===== config.mk =====
export PLATFORM = sky130hd
export DESIGN_NAME = tap_port
export DESIGN_NICKNAME = d
export VERILOG_FILES = /design/src/rtl/tap_pkg.sv /design/src/rtl/tap_fsm.sv /design/src/rtl/tap_ir.sv /design/src/rtl/tap_bsr.sv /design/src/rtl/tap_port.sv
export SDC_FILE = /design/constraint.sdc
export NUM_CORES = 1
export LEC_CHECK = 0
export ABC_AREA = 1
export CORE_UTILIZATION = 35
export CTS_CLUSTER_DIAMETER = 80
export DETAILED_ROUTE_END_ITERATION = 12
export PLACE_DENSITY = 0.53
export SYNTH_ARGS = -nofsm -noshare
export SYNTH_HDL_FRONTEND = slang
export SYNTH_SLANG_ARGS = --single-unit

===== constraint.sdc =====
create_clock -name tck -period 1.45 [get_ports tck]
set_input_delay 0.2175 -clock tck [delete_from_list [all_inputs] [get_ports tck]]
set_output_delay 0.2175 -clock tck [all_outputs]
set_load 0.05 [all_outputs]

===== src/rtl/tap_pkg.sv =====
`timescale 1ns/1ps
package tap_pkg;

  typedef enum logic [3:0] {
    ST_RESET, ST_IDLE,
    ST_DR_SEL, ST_DR_CAP, ST_DR_SHIFT, ST_DR_EX1, ST_DR_PAUSE, ST_DR_EX2, ST_DR_UPD,
    ST_IR_SEL, ST_IR_CAP, ST_IR_SHIFT, ST_IR_EX1, ST_IR_PAUSE, ST_IR_EX2, ST_IR_UPD
  } tap_state_t;

  typedef enum logic [2:0] {
    OP_EXTEST, OP_SAMPLE, OP_CLAMP, OP_HIGHZ, OP_BYPASS
  } tap_op_t;

endpackage


===== src/rtl/tap_fsm.sv =====
`timescale 1ns/1ps
module tap_fsm
  import tap_pkg::*;
(
  input  logic       tck,
  input  logic       trst_n,
  input  logic       tms,
  output tap_state_t state
);

  tap_state_t nxt;

  always_comb begin
    case (state)
      ST_RESET:    nxt = tms ? ST_RESET    : ST_IDLE;
      ST_IDLE:     nxt = tms ? ST_DR_SEL   : ST_IDLE;
      ST_DR_SEL:   nxt = tms ? ST_IR_SEL   : ST_DR_CAP;
      ST_DR_CAP:   nxt = tms ? ST_DR_EX1   : ST_DR_SHIFT;
      ST_DR_SHIFT: nxt = tms ? ST_DR_EX1   : ST_DR_SHIFT;
      ST_DR_EX1:   nxt = tms ? ST_DR_UPD   : ST_DR_PAUSE;
      ST_DR_PAUSE: nxt = tms ? ST_DR_EX2   : ST_DR_PAUSE;
      ST_DR_EX2:   nxt = tms ? ST_DR_UPD   : ST_DR_SHIFT;
      ST_DR_UPD:   nxt = tms ? ST_DR_SEL   : ST_IDLE;
      ST_IR_SEL:   nxt = tms ? ST_RESET    : ST_IR_CAP;
      ST_IR_CAP:   nxt = tms ? ST_IR_EX1   : ST_IR_SHIFT;
      ST_IR_SHIFT: nxt = tms ? ST_IR_EX1   : ST_IR_SHIFT;
      ST_IR_EX1:   nxt = tms ? ST_IR_UPD   : ST_IR_PAUSE;
      ST_IR_PAUSE: nxt = tms ? ST_IR_EX2   : ST_IR_PAUSE;
      ST_IR_EX2:   nxt = tms ? ST_IR_UPD   : ST_IR_SHIFT;
      ST_IR_UPD:   nxt = tms ? ST_DR_SEL   : ST_IDLE;
      default:     nxt = ST_RESET;
    endcase
  end

  always_ff @(posedge tck) begin
    if (!trst_n) state <= ST_RESET;
    else         state <= nxt;
  end

  // run length of TMS-high edges, saturating at five (checker only)
  logic [2:0] ones_run;
  always_ff @(posedge tck) begin
    if (!trst_n || !tms)     ones_run <= 3'd0;
    else if (ones_run != 3'd5) ones_run <= ones_run + 3'd1;
  end

  // five rising edges with TMS high always reach Test-Logic-Reset
  a_r2_five_ones_reset: assert property (@(posedge tck) disable iff (!trst_n)
    (ones_run >= 3'd4 && tms) |=> (state == ST_RESET));

endmodule


===== src/rtl/tap_ir.sv =====
`timescale 1ns/1ps
module tap_ir
  import tap_pkg::*;
#(
  parameter int IR_W = 4
) (
  input  logic       tck,
  input  logic       trst_n,
  input  tap_state_t state,
  input  logic       tdi,
  output logic       ir_so,
  output tap_op_t    op
);

  localparam logic [IR_W-1:0] CAP_PAT  = IR_W'(1);
  localparam logic [IR_W-1:0] C_EXTEST = '0;
  localparam logic [IR_W-1:0] C_SAMPLE = IR_W'(1);
  localparam logic [IR_W-1:0] C_CLAMP  = IR_W'(2);
  localparam logic [IR_W-1:0] C_HIGHZ  = IR_W'(3);

  logic [IR_W-1:0] ir_sr;
  logic [IR_W-1:0] ir_q;

  always_ff @(posedge tck) begin
    if (!trst_n)                   ir_sr <= '0;
    else if (state == ST_IR_CAP)   ir_sr <= CAP_PAT;
    else if (state == ST_IR_SHIFT) ir_sr <= {tdi, ir_sr[IR_W-1:1]};
  end

  always_ff @(posedge tck) begin
    if (!trst_n || state == ST_RESET) ir_q <= '1;
    else if (state == ST_IR_UPD)      ir_q <= ir_sr;
  end

  always_comb begin
    if      (ir_q == C_EXTEST) op = OP_EXTEST;
    else if (ir_q == C_SAMPLE) op = OP_SAMPLE;
    else if (ir_q == C_CLAMP)  op = OP_CLAMP;
    else if (ir_q == C_HIGHZ)  op = OP_HIGHZ;
    else                       op = OP_BYPASS;
  end

  assign ir_so = ir_sr[0];

  // a cycle spent in Test-Logic-Reset leaves BYPASS loaded
  a_r3_reset_bypass: assert property (@(posedge tck) disable iff (!trst_n)
    (state == ST_RESET) |=> (ir_q == '1));

  // Capture-IR leaves 01 in the two low bits of the shift stage
  a_r4_capture_pattern: assert property (@(posedge tck) disable iff (!trst_n)
    (state == ST_IR_CAP) |=> (ir_sr[1:0] == 2'b01));

endmodule


===== src/rtl/tap_bsr.sv =====
`timescale 1ns/1ps
module tap_bsr #(
  parameter int NPIN = 2
) (
  input  logic            tck,
  input  logic            trst_n,
  input  logic            cap_en,
  input  logic            shift_en,
  input  logic            upd_en,
  input  logic            tdi,
  input  logic [NPIN-1:0] pad_in,
  input  logic [NPIN-1:0] core_out,
  input  logic [NPIN-1:0] core_oe,
  output logic            so,
  output logic [NPIN-1:0] upd_out,
  output logic [NPIN-1:0] upd_oe
);

  localparam int CPP = 3;          // cells per pin: observe, data, enable
  localparam int BW  = CPP * NPIN;

  logic [BW-1:0]   sr;
  logic [BW-1:0]   par;
  logic [NPIN-1:0] sr_dat;
  logic [NPIN-1:0] sr_en;

  for (genvar k = 0; k < NPIN; k++) begin : g_pin
    assign par[CPP*k]     = pad_in[k];
    assign par[CPP*k + 1] = core_out[k];
    assign par[CPP*k + 2] = core_oe[k];
    assign sr_dat[k]      = sr[CPP*k + 1];
    assign sr_en[k]       = sr[CPP*k + 2];
  end

  // capture/shift stage: bit 0 sits next to TDO
  always_ff @(posedge tck) begin
    if (!trst_n)       sr <= '0;
    else if (cap_en)   sr <= par;
    else if (shift_en) sr <= {tdi, sr[BW-1:1]};
  end

  // update stage, only for the data and enable cells
  always_ff @(posedge tck) begin
    if (!trst_n) begin
      upd_out <= '0;
      upd_oe  <= '0;
    end else if (upd_en) begin
      upd_out <= sr_dat;
      upd_oe  <= sr_en;
    end
  end

  assign so = sr[0];

  // the pad-facing stage holds whenever no update is requested
  a_r9_update_frozen: assert property (@(posedge tck) disable iff (!trst_n)
    !upd_en |=> ($stable(upd_out) && $stable(upd_oe)));

endmodule


===== src/rtl/tap_port.sv =====
`timescale 1ns/1ps
module tap_port
  import tap_pkg::*;
#(
  parameter int NPIN = 2,
  parameter int IR_W = 4
) (
  input  logic            tck,
  input  logic            trst_n,
  input  logic            tms,
  input  logic            tdi,
  output logic            tdo,
  output logic            tdo_oe,
  input  logic [NPIN-1:0] pad_in,
  output logic [NPIN-1:0] core_in,
  input  logic [NPIN-1:0] core_out,
  input  logic [NPIN-1:0] core_oe,
  output logic [NPIN-1:0] pad_out,
  output logic [NPIN-1:0] pad_oe
);

  tap_state_t      state;
  tap_op_t         op;
  logic            ir_so;
  logic            bsr_so;
  logic            bp_q;
  logic [NPIN-1:0] upd_out;
  logic [NPIN-1:0] upd_oe;

  tap_fsm u_fsm (
    .tck    (tck),
    .trst_n (trst_n),
    .tms    (tms),
    .state  (state)
  );

  tap_ir #(.IR_W(IR_W)) u_ir (
    .tck    (tck),
    .trst_n (trst_n),
    .state  (state),
    .tdi    (tdi),
    .ir_so  (ir_so),
    .op     (op)
  );

  logic sel_bsr;
  logic drive_upd;
  logic float_pads;
  assign sel_bsr    = (op == OP_EXTEST) || (op == OP_SAMPLE);
  assign drive_upd  = (op == OP_EXTEST) || (op == OP_CLAMP);
  assign float_pads = (op == OP_HIGHZ);

  tap_bsr #(.NPIN(NPIN)) u_bsr (
    .tck      (tck),
    .trst_n   (trst_n),
    .cap_en   (sel_bsr && state == ST_DR_CAP),
    .shift_en (sel_bsr && state == ST_DR_SHIFT),
    .upd_en   (sel_bsr && state == ST_DR_UPD),
    .tdi      (tdi),
    .pad_in   (pad_in),
    .core_out (core_out),
    .core_oe  (core_oe),
    .so       (bsr_so),
    .upd_out  (upd_out),
    .upd_oe   (upd_oe)
  );

  // one-bit bypass stage
  always_ff @(posedge tck) begin
    if (!trst_n)                                  bp_q <= 1'b0;
    else if (!sel_bsr && state == ST_DR_CAP)      bp_q <= 1'b0;
    else if (!sel_bsr && state == ST_DR_SHIFT)    bp_q <= tdi;
  end

  // serial output is launched on the falling edge
  always_ff @(negedge tck) begin
    if (!trst_n) begin
      tdo    <= 1'b0;
      tdo_oe <= 1'b0;
    end else begin
      tdo_oe <= (state == ST_DR_SHIFT) || (state == ST_IR_SHIFT);
      if (state == ST_IR_SHIFT)      tdo <= ir_so;
      else if (state == ST_DR_SHIFT) tdo <= sel_bsr ? bsr_so : bp_q;
    end
  end

  assign core_in = pad_in;
  assign pad_out = drive_upd ? upd_out : core_out;
  assign pad_oe  = float_pads ? '0 : (drive_upd ? upd_oe : core_oe);

  // the serial driver is only enabled while a shift state is active
  a_r5_tdo_enable: assert property (@(posedge tck) disable iff (!trst_n)
    tdo_oe |-> (state == ST_DR_SHIFT || state == ST_IR_SHIFT));

  // the bypass stage is zero right after a capture with bypass selected
  a_r6_bypass_zero: assert property (@(posedge tck) disable iff (!trst_n)
    (!sel_bsr && state == ST_DR_CAP) |=> (bp_q == 1'b0));

endmodule


== Word level (Yosys, flattened, before mapping) ==
Index checks and enable logic that the tools add are counted.

* Add/sub/neg operators: 0
* $mul: 0
* Divide/modulo/power cells: 0
* Magnitude comparators: 0
* Eq/ne operators: 21
* Shift operators: 0
* Multiplexer cells: 27
* Bitwise gates (word level): 1
* Reductions and logical operators: 22

{| class="wikitable"
|+ Operators by type and width
! operator !! number
|-
| $pmux W4 S12 || 1
|-
| $eq A4 B4 Y1 const B || 8
|-
| $mux W3 || 6
|-
| $eq A4 B2 Y1 const B || 4
|-
| $eq A4 B3 Y1 const B || 4
|-
| $mux W4 || 4
|-
| $mux W2 || 6
|-
| $mux W6 || 2
|-
| $eq A4 B1 Y1 const B || 2
|-
| $logic_not A4 Y1 || 2
|-
| $mux W1 || 8
|-
| $reduce_or A2 Y1 || 4
|-
| $eq A3 B2 Y1 const B || 2
|-
| $reduce_bool A2 Y1 || 3
|-
| $logic_and A1 B1 Y1 || 5
|-
| $logic_or A1 B1 Y1 || 4
|-
| $eq A3 B1 Y1 const B || 1
|-
| $logic_not A3 Y1 || 1
|-
| $reduce_or A3 Y1 || 1
|-
| $logic_not A1 Y1 || 2
|-
| $not A1 Y1 || 1
|}

* Register bits: 25
* Latch bits: 0
* Memory bits (writable): 0
* Bits in read-only memories: 0
* Input port bits: 10
* Output and inout port bits: 8
* Memories kept: 0

== Longest topological paths before layout ==
Gate-level depths: netlist of the first run.

* Depth in word-level cells: 10
* Mapped depth: 8

== By module ==
From an unflattened synthesis of the first run, not the netlist that was laid out.

* Cell total of the unflattened synthesis: 254
* Area, all modules: 1,496.4 µm²

{| class="wikitable"
|+ By module, submodules not included
! module !! instances !! cells each !! area each (µm²) !! sequential area each (µm²)
|-
| tap_bsr || 1 || 66 || 430.4 || 200.2
|-
| tap_ir || 1 || 57 || 381.6 || 160.2
|-
| tap_fsm || 1 || 66 || 352.8 || 80.1
|-
| tap_port || 1 || 65 || 331.6 || 60.1
|}

==> flow_summary.yaml, run 1 <==
status:
  status: "finished, violations left"
  violations: "negative setup slack"
drt:
  drt-pass1-iter-count: 4
  ant_nets: 0
  vias_per_cell: 4.89
  vias: 1461
  drtIter0Drc: 53
  wl_per_cell_um: 12.6
  drc_errors: 0
  routed_wl_mm: 3.78
sta:
  setup_viol: 8
  rsz0062_at_grt: "yes"
  setup_tns_ns: -1.41
  max-slew-margin-rel: 0.708
  clock_skew_ns: 0.0681
  setup_slack_ns: -0.310
  worst_pin_slew_ns: 0.433
  drv_slew: 0
  hold_violations: 0
finish:
  diodes: 0
  instances_no_fill: 299
  final_common_cell: "nand2_1"
  nNetsFinal: 264
  final_cell_mix: "nand2_1 (42), buf_4 (30), inv_1 (20)"
  syn2layout_area_growth_pct: 60.3
  drive_gt1_frac: 0.399
  finalInstanceArea_um2: 2100
worst_setup_path:
  cp_num_cells: 1
  critPathTopFamily: "flip-flops"
  regToRegSetupSlack_ns: -0.22
  crit_chain: "buf_12"
  r2r_cells: 8
  crit_fanout: 2
  reg2reg_from: "u_fsm.state[1]"
  cp-startpoint: "tdo"
  startpoint_type: "flip-flop"
  crit_arrival_ns: 1.54
  slowest_delay_ns: 0.35
  endpoint_kind: "primary output"
  slowest_stage: "dfxtp_2"
  r2r_end: "tdo"
  critPathBufInv: 1
  cp-endpoint: "tdo"
  worst_ep_required_time_ns: 1.23
  path_class: "reg2out"
clock_tree:
  clock_sink_count: 25
  worstSkewPairLatency_ns: 0.34
  hold_buffers: 0
  cts_buffers: 3
  path_clk_slew_ns: 0.09
  cts_buffer_depth: 2
  cts_tree: "built"
  h-tree-depth: 1
  cts_root_buffer: "clkbuf_8"
yosys:
  synth_cell_types: 22
  ys_warn_count: 0
  ys_seq_area_frac: 0.382
  synth_nets: 210
  syn_inst: 200
  avgSynthCellArea_um2: 6.54
  ys_ff_latch: 25
  netlist_area_um2: 1310
floorplan:
  die_w_um: 63.2
  rows: 21
  ioPinCount: 18
  fp.dieArea_um2: 3990
  core_area_um2: 3470
  die_h_um: 63.2
  start_util: 0.377
global_routing:
  antenna_found_initial: 0
  grt_overflow_total: 0
  grt_max_degree: 16
  grt_pass1_wl_mm: 6.44
  use_met3: 0.0453
  grt_pass1_vias: 1413
  met2_usage: 0.351
  track_usage: 0.206
  use_met1: 0.265
  busiest_layer: "met2"
job:
  cap_viol_max_count: 0
placed_design:
  dp_hpwl_mm: 2.93
  dp.cells: 288
  dpl_cell_area_um2: 1860
  gp_routability_congestion: 0.900
  dp_worst_setup_slack_ns: -0.305
  port-buffer-count: 17
worst_hold_path:
  min-delay-start: "bp_q"
  hold_path_class: "reg2reg"
pwr:
  leakagePower_nw: 1.03
  p_per_area_nw_per_um2: 670
  max-vdd-ir-drop_v: 0.000586
## timing repair
action | in CTS | in global routing
endpoints found under the setup margin | 8 | 13
resized for setup | 25 | 20
setup buffers | 2 | 5
pin swaps | 8 | 8
## layer usage
metal  vias to the layer above  wire (µm)
met2                        36       1840
met5                         -          0
li1                        747          -
met1                       674       1720
met3                         4        181
met4                         0         38
## cells in the mapped netlist, drive strengths merged
cell type	instances	area share
nor3	4	0.015
o21ai	13	0.050
nand2	61	0.19
buf	3	0.015
inv	26	0.075
o22ai	5	0.024
a211oi	1	0.0057
nand3	10	0.038
dfxtp	25	0.38
clkinv	1	0.0038
a21oi	17	0.065
nor2	30	0.11
a221oi	1	0.0067
o211ai	2	0.011
nand4	1	0.0048
## stage by stage
| stage | hold WS, ns | total power, W | utilization |
|---|---|---|---|
| finish | 0.463 | 0.00141 | 0.605 |
| global route | 0.496 | 0.00147 | 0.605 |
| CTS | 0.464 | 0.00140 | 0.579 |
| detailed placement | 0.449 | 0.000960 | 0.538 |
| global placement | 0.450 | 0.000955 | 0.538 |
| floorplan | 0.356 | 0.000833 | - |
## layout make-up
class	instances	area (µm²)
Fill cell	318	1370
Multi-Input combinational cell	145	841
Timing Repair Buffer	51	520
Sequential cell	25	518
Inverter	26	104
Tap cell	46	57.6
Clock buffer	3	41.3
Clock inverter	3	16.3
## state kept, by name, summed over array words and instances (netlist names)
name	cells
bp_q	1
u_ir.ir_sr	4
u_bsr.sr	6
u_fsm.state	4
u_bsr.upd_out	2
u_ir.ir_q	4
tdo_oe	1
u_bsr.upd_oe	2
tdo	1
## cells by family after synthesis
family / after synthesis / share of synthesized area
DFF: 25 / 0.382
and+or+nand+nor: 106 / 0.361
AOI/OAI and AO/OA: 39 / 0.163
buffers and inverters: 30 / 0.0937
## worst min path at each step
| stage | to | slack [ns] | cells after the start |
|---|---|---|---|
| floorplan | u_bsr.upd_oe[1] | 0.36 | 2 |
| detailed placement | bp_q | 0.45 | 2 |
| global route | bp_q | 0.50 | 2 |
| CTS | bp_q | 0.46 | 2 |
| finish | bp_q | 0.46 | 2 |
| global placement | bp_q | 0.45 | 2 |
## report_power, final
group | internal [W] | switching (W) | total, W
Clock | 0.000205 | 0.000246 | 0.000451
Combinational | 0.000121 | 0.000138 | 0.000259
Sequential | 0.000690 | 0.00000651 | 0.000696
Total | 0.00102 | 0.000390 | 0.00141
## tightest hold or removal path, stage by stage, from the launching register on
cell	delay, ns
dfxtp_1	0.32
nand2_1	0.06
a21oi_1	0.05
Power figures use the tool's default switching activity.
==> run 2: changes to the inputs <==
--- a/config.mk
+++ b/config.mk
@@ -10,6 +10,7 @@
 export CTS_CLUSTER_DIAMETER = 80
 export DETAILED_ROUTE_END_ITERATION = 12
 export PLACE_DENSITY = 0.53
+export SETUP_SLACK_MARGIN = 0.05
 export SYNTH_ARGS = -nofsm -noshare
 export SYNTH_HDL_FRONTEND = slang
 export SYNTH_SLANG_ARGS = --single-unit
==> run 2 against run 1 <==
The flow still finishes with violations (negative setup slack). First-iteration DRC count rose by 19%. Core utilization rose by 2.1 points. Via count rose by 2.3%. Register-to-register slack got worse by 0.02 ns. Sequential cell count did not move. Critical path depth did not move. Total power rose by 13%. Cell area rose by 3.5%. Die area did not move. Critical path type unchanged.
==> flow_summary.yaml, run 2 (synthesis results as in run 1) <==
clock_tree:
  path_clk_slew_ns: 0.09
  cts_buffer_depth: 2
  cts_root_buffer: "clkbuf_8"
  clock_sink_count: 25
  h-tree-depth: 1
  worstSkewPairLatency_ns: 0.34
  cts_buffers: 3
  hold_buffers: 0
  cts_tree: "built"
finish:
  regMostFlops: "u_bsr.sr"
  final_cell_mix: "nand2_1 (41), buf_4 (29), inv_1 (19)"
  syn2layout_area_growth_pct: 66.0
  final_common_cell: "nand2_1"
  multi_input_area_um2: 885
  instances_no_fill: 298
  largest_reg_flops: 6
  fillerInstances: 310
  seq_area_um2: 520
  diodes: 0
  nNetsFinal: 263
  drive_gt1_frac: 0.401
  finalInstanceArea_um2: 2170
drt:
  vias_per_cell: 5.02
  routed_wl_mm: 3.75
  drc_errors: 0
  vias: 1495
  ant_nets: 0
  drtIter0Drc: 63
  wl_per_cell_um: 12.6
  drt-pass1-iter-count: 4
worst_setup_path:
  crit_chain: "buf_12"
  r2r_cells: 7
  path_class: "reg2out"
  endpoint_kind: "primary output"
  crit_arrival_ns: 1.55
  slowest_delay_ns: 0.34
  regToRegSetupSlack_ns: -0.24
  r2r_end: "tdo"
  startpoint_type: "flip-flop"
  crit_fanout: 2
  reg2reg_from: "u_fsm.state[1]"
  slowest_stage: "dfxtp_4"
  worst_ep_required_time_ns: 1.23
  critPathTopFamily: "flip-flops"
  critPathBufInv: 1
global_routing:
  busiest_layer: "met2"
  met2_usage: 0.301
  grt_pass1_wl_mm: 6.03
  grt_pass1_vias: 1397
  antenna_found_initial: 0
  use_met1: 0.258
  grt_max_degree: 15
  grt_overflow_total: 0
  track_usage: 0.194
  use_met3: 0.0308
placed_design:
  dp_hpwl_mm: 2.79
  dpl_cell_area_um2: 1870
  gp_routability_congestion: 0.841
  port-buffer-count: 17
  dp.cells: 288
sta:
  max-slew-margin-rel: 0.720
  drv_slew: 0
  hold_violations: 0
  clock_skew_ns: 0.0713
  rsz0062_at_grt: "yes"
  worst_pin_slew_ns: 0.416
  setup_slack_ns: -0.320
  setup_viol: 8
worst_hold_path:
  worstHoldPathCells: 2
  hold_path_class: "reg2reg"
  whs_endpoint: "bp_q"
  min-delay-start: "bp_q"
status:
  violations: "negative setup slack"
  status: "finished, violations left"
floorplan:
  die_h_um: 63.2
  ioPinCount: 18
  rows: 21
  fp.dieArea_um2: 3990
  start_util: 0.377
  die_w_um: 63.2
  core_area_um2: 3470
job:
  cap_viol_max_count: 0
pwr:
  max-vdd-ir-drop_v: 0.000495
  p_per_area_nw_per_um2: 733
  total_power_w: 0.00159
  leakagePower_nw: 1.04
==> run 2: cell count changes in the layout (fill, tap and decap cells not counted), moves of 2 or more <==
cell	before	now
inv_4	0	3
nand2_2	11	8
o21ai_1	4	7
nand2_4	8	10
nand2_8	0	2
o21ai_2	3	1
==> run 2: power by group <==
part / switching, W / leakage, nW / internal (W)
registers: 0.00000926 / 0.205 / 0.000688
clock network: 0.000249 / 0.0464 / 0.000377
logic: 0.000141 / 0.790 / 0.000127
total: 0.000399 / 1.04 / 0.00119
==> run 2: worst max path at each step <==
stage                         from  endpoint  slack, ns  cells past startpoint
floorplan           u_fsm.state[2]       tdo      -0.27                      8
global placement    u_fsm.state[1]       tdo      -0.28                      8
detailed placement  u_fsm.state[1]       tdo      -0.31                      8
CTS                            tdo       tdo      -0.32                      1
global route                   tdo       tdo      -0.36                      1
finish                         tdo       tdo      -0.32                      1
==> run 2: final cells by class <==
class,count,area share
timing repair buffer,50,0.236
inverter,26,0.0541
sequential,25,0.240
multi-input combinational,145,0.407
clock buffer,3,0.0190
tap,46,0.0265
clock inverter,3,0.0173
==> run 2: tightest hold or removal path, stage by stage, from the launching register on <==
cell     delay [ns]
dfxtp_1        0.32
nand2_1        0.06
a21oi_1        0.05
==> run 2: per-layer routing <==
metal | part of all wire | wire [µm]
met1 | 0.45 | 1680
met2 | 0.47 | 1760
met3 | 0.061 | 228
met5 | 0 | 0
met4 | 0.021 | 80
==> run 2: stage by stage <==
step           hold slack, ns   util  setup slack (ns)  TNS (ns)
2_1_floorplan           0.356      -            -0.271    -0.390
3_3_place_gp            0.450  0.538            -0.284    -0.958
3_5_place_dp            0.450  0.538            -0.312     -1.00
4_1_cts                 0.465  0.582            -0.318     -1.53
5_1_grt                 0.500  0.626            -0.363     -1.91
6_report                0.464  0.626            -0.320     -1.45
==> run 2: repair_timing <==
item / in CTS / in global routing
resized for setup: 22 / 37
setup buffers: 1 / 4
hold endpoints to repair: 0 / 0
pin swaps: 6 / 10
setup endpoints to repair: 8 / 18
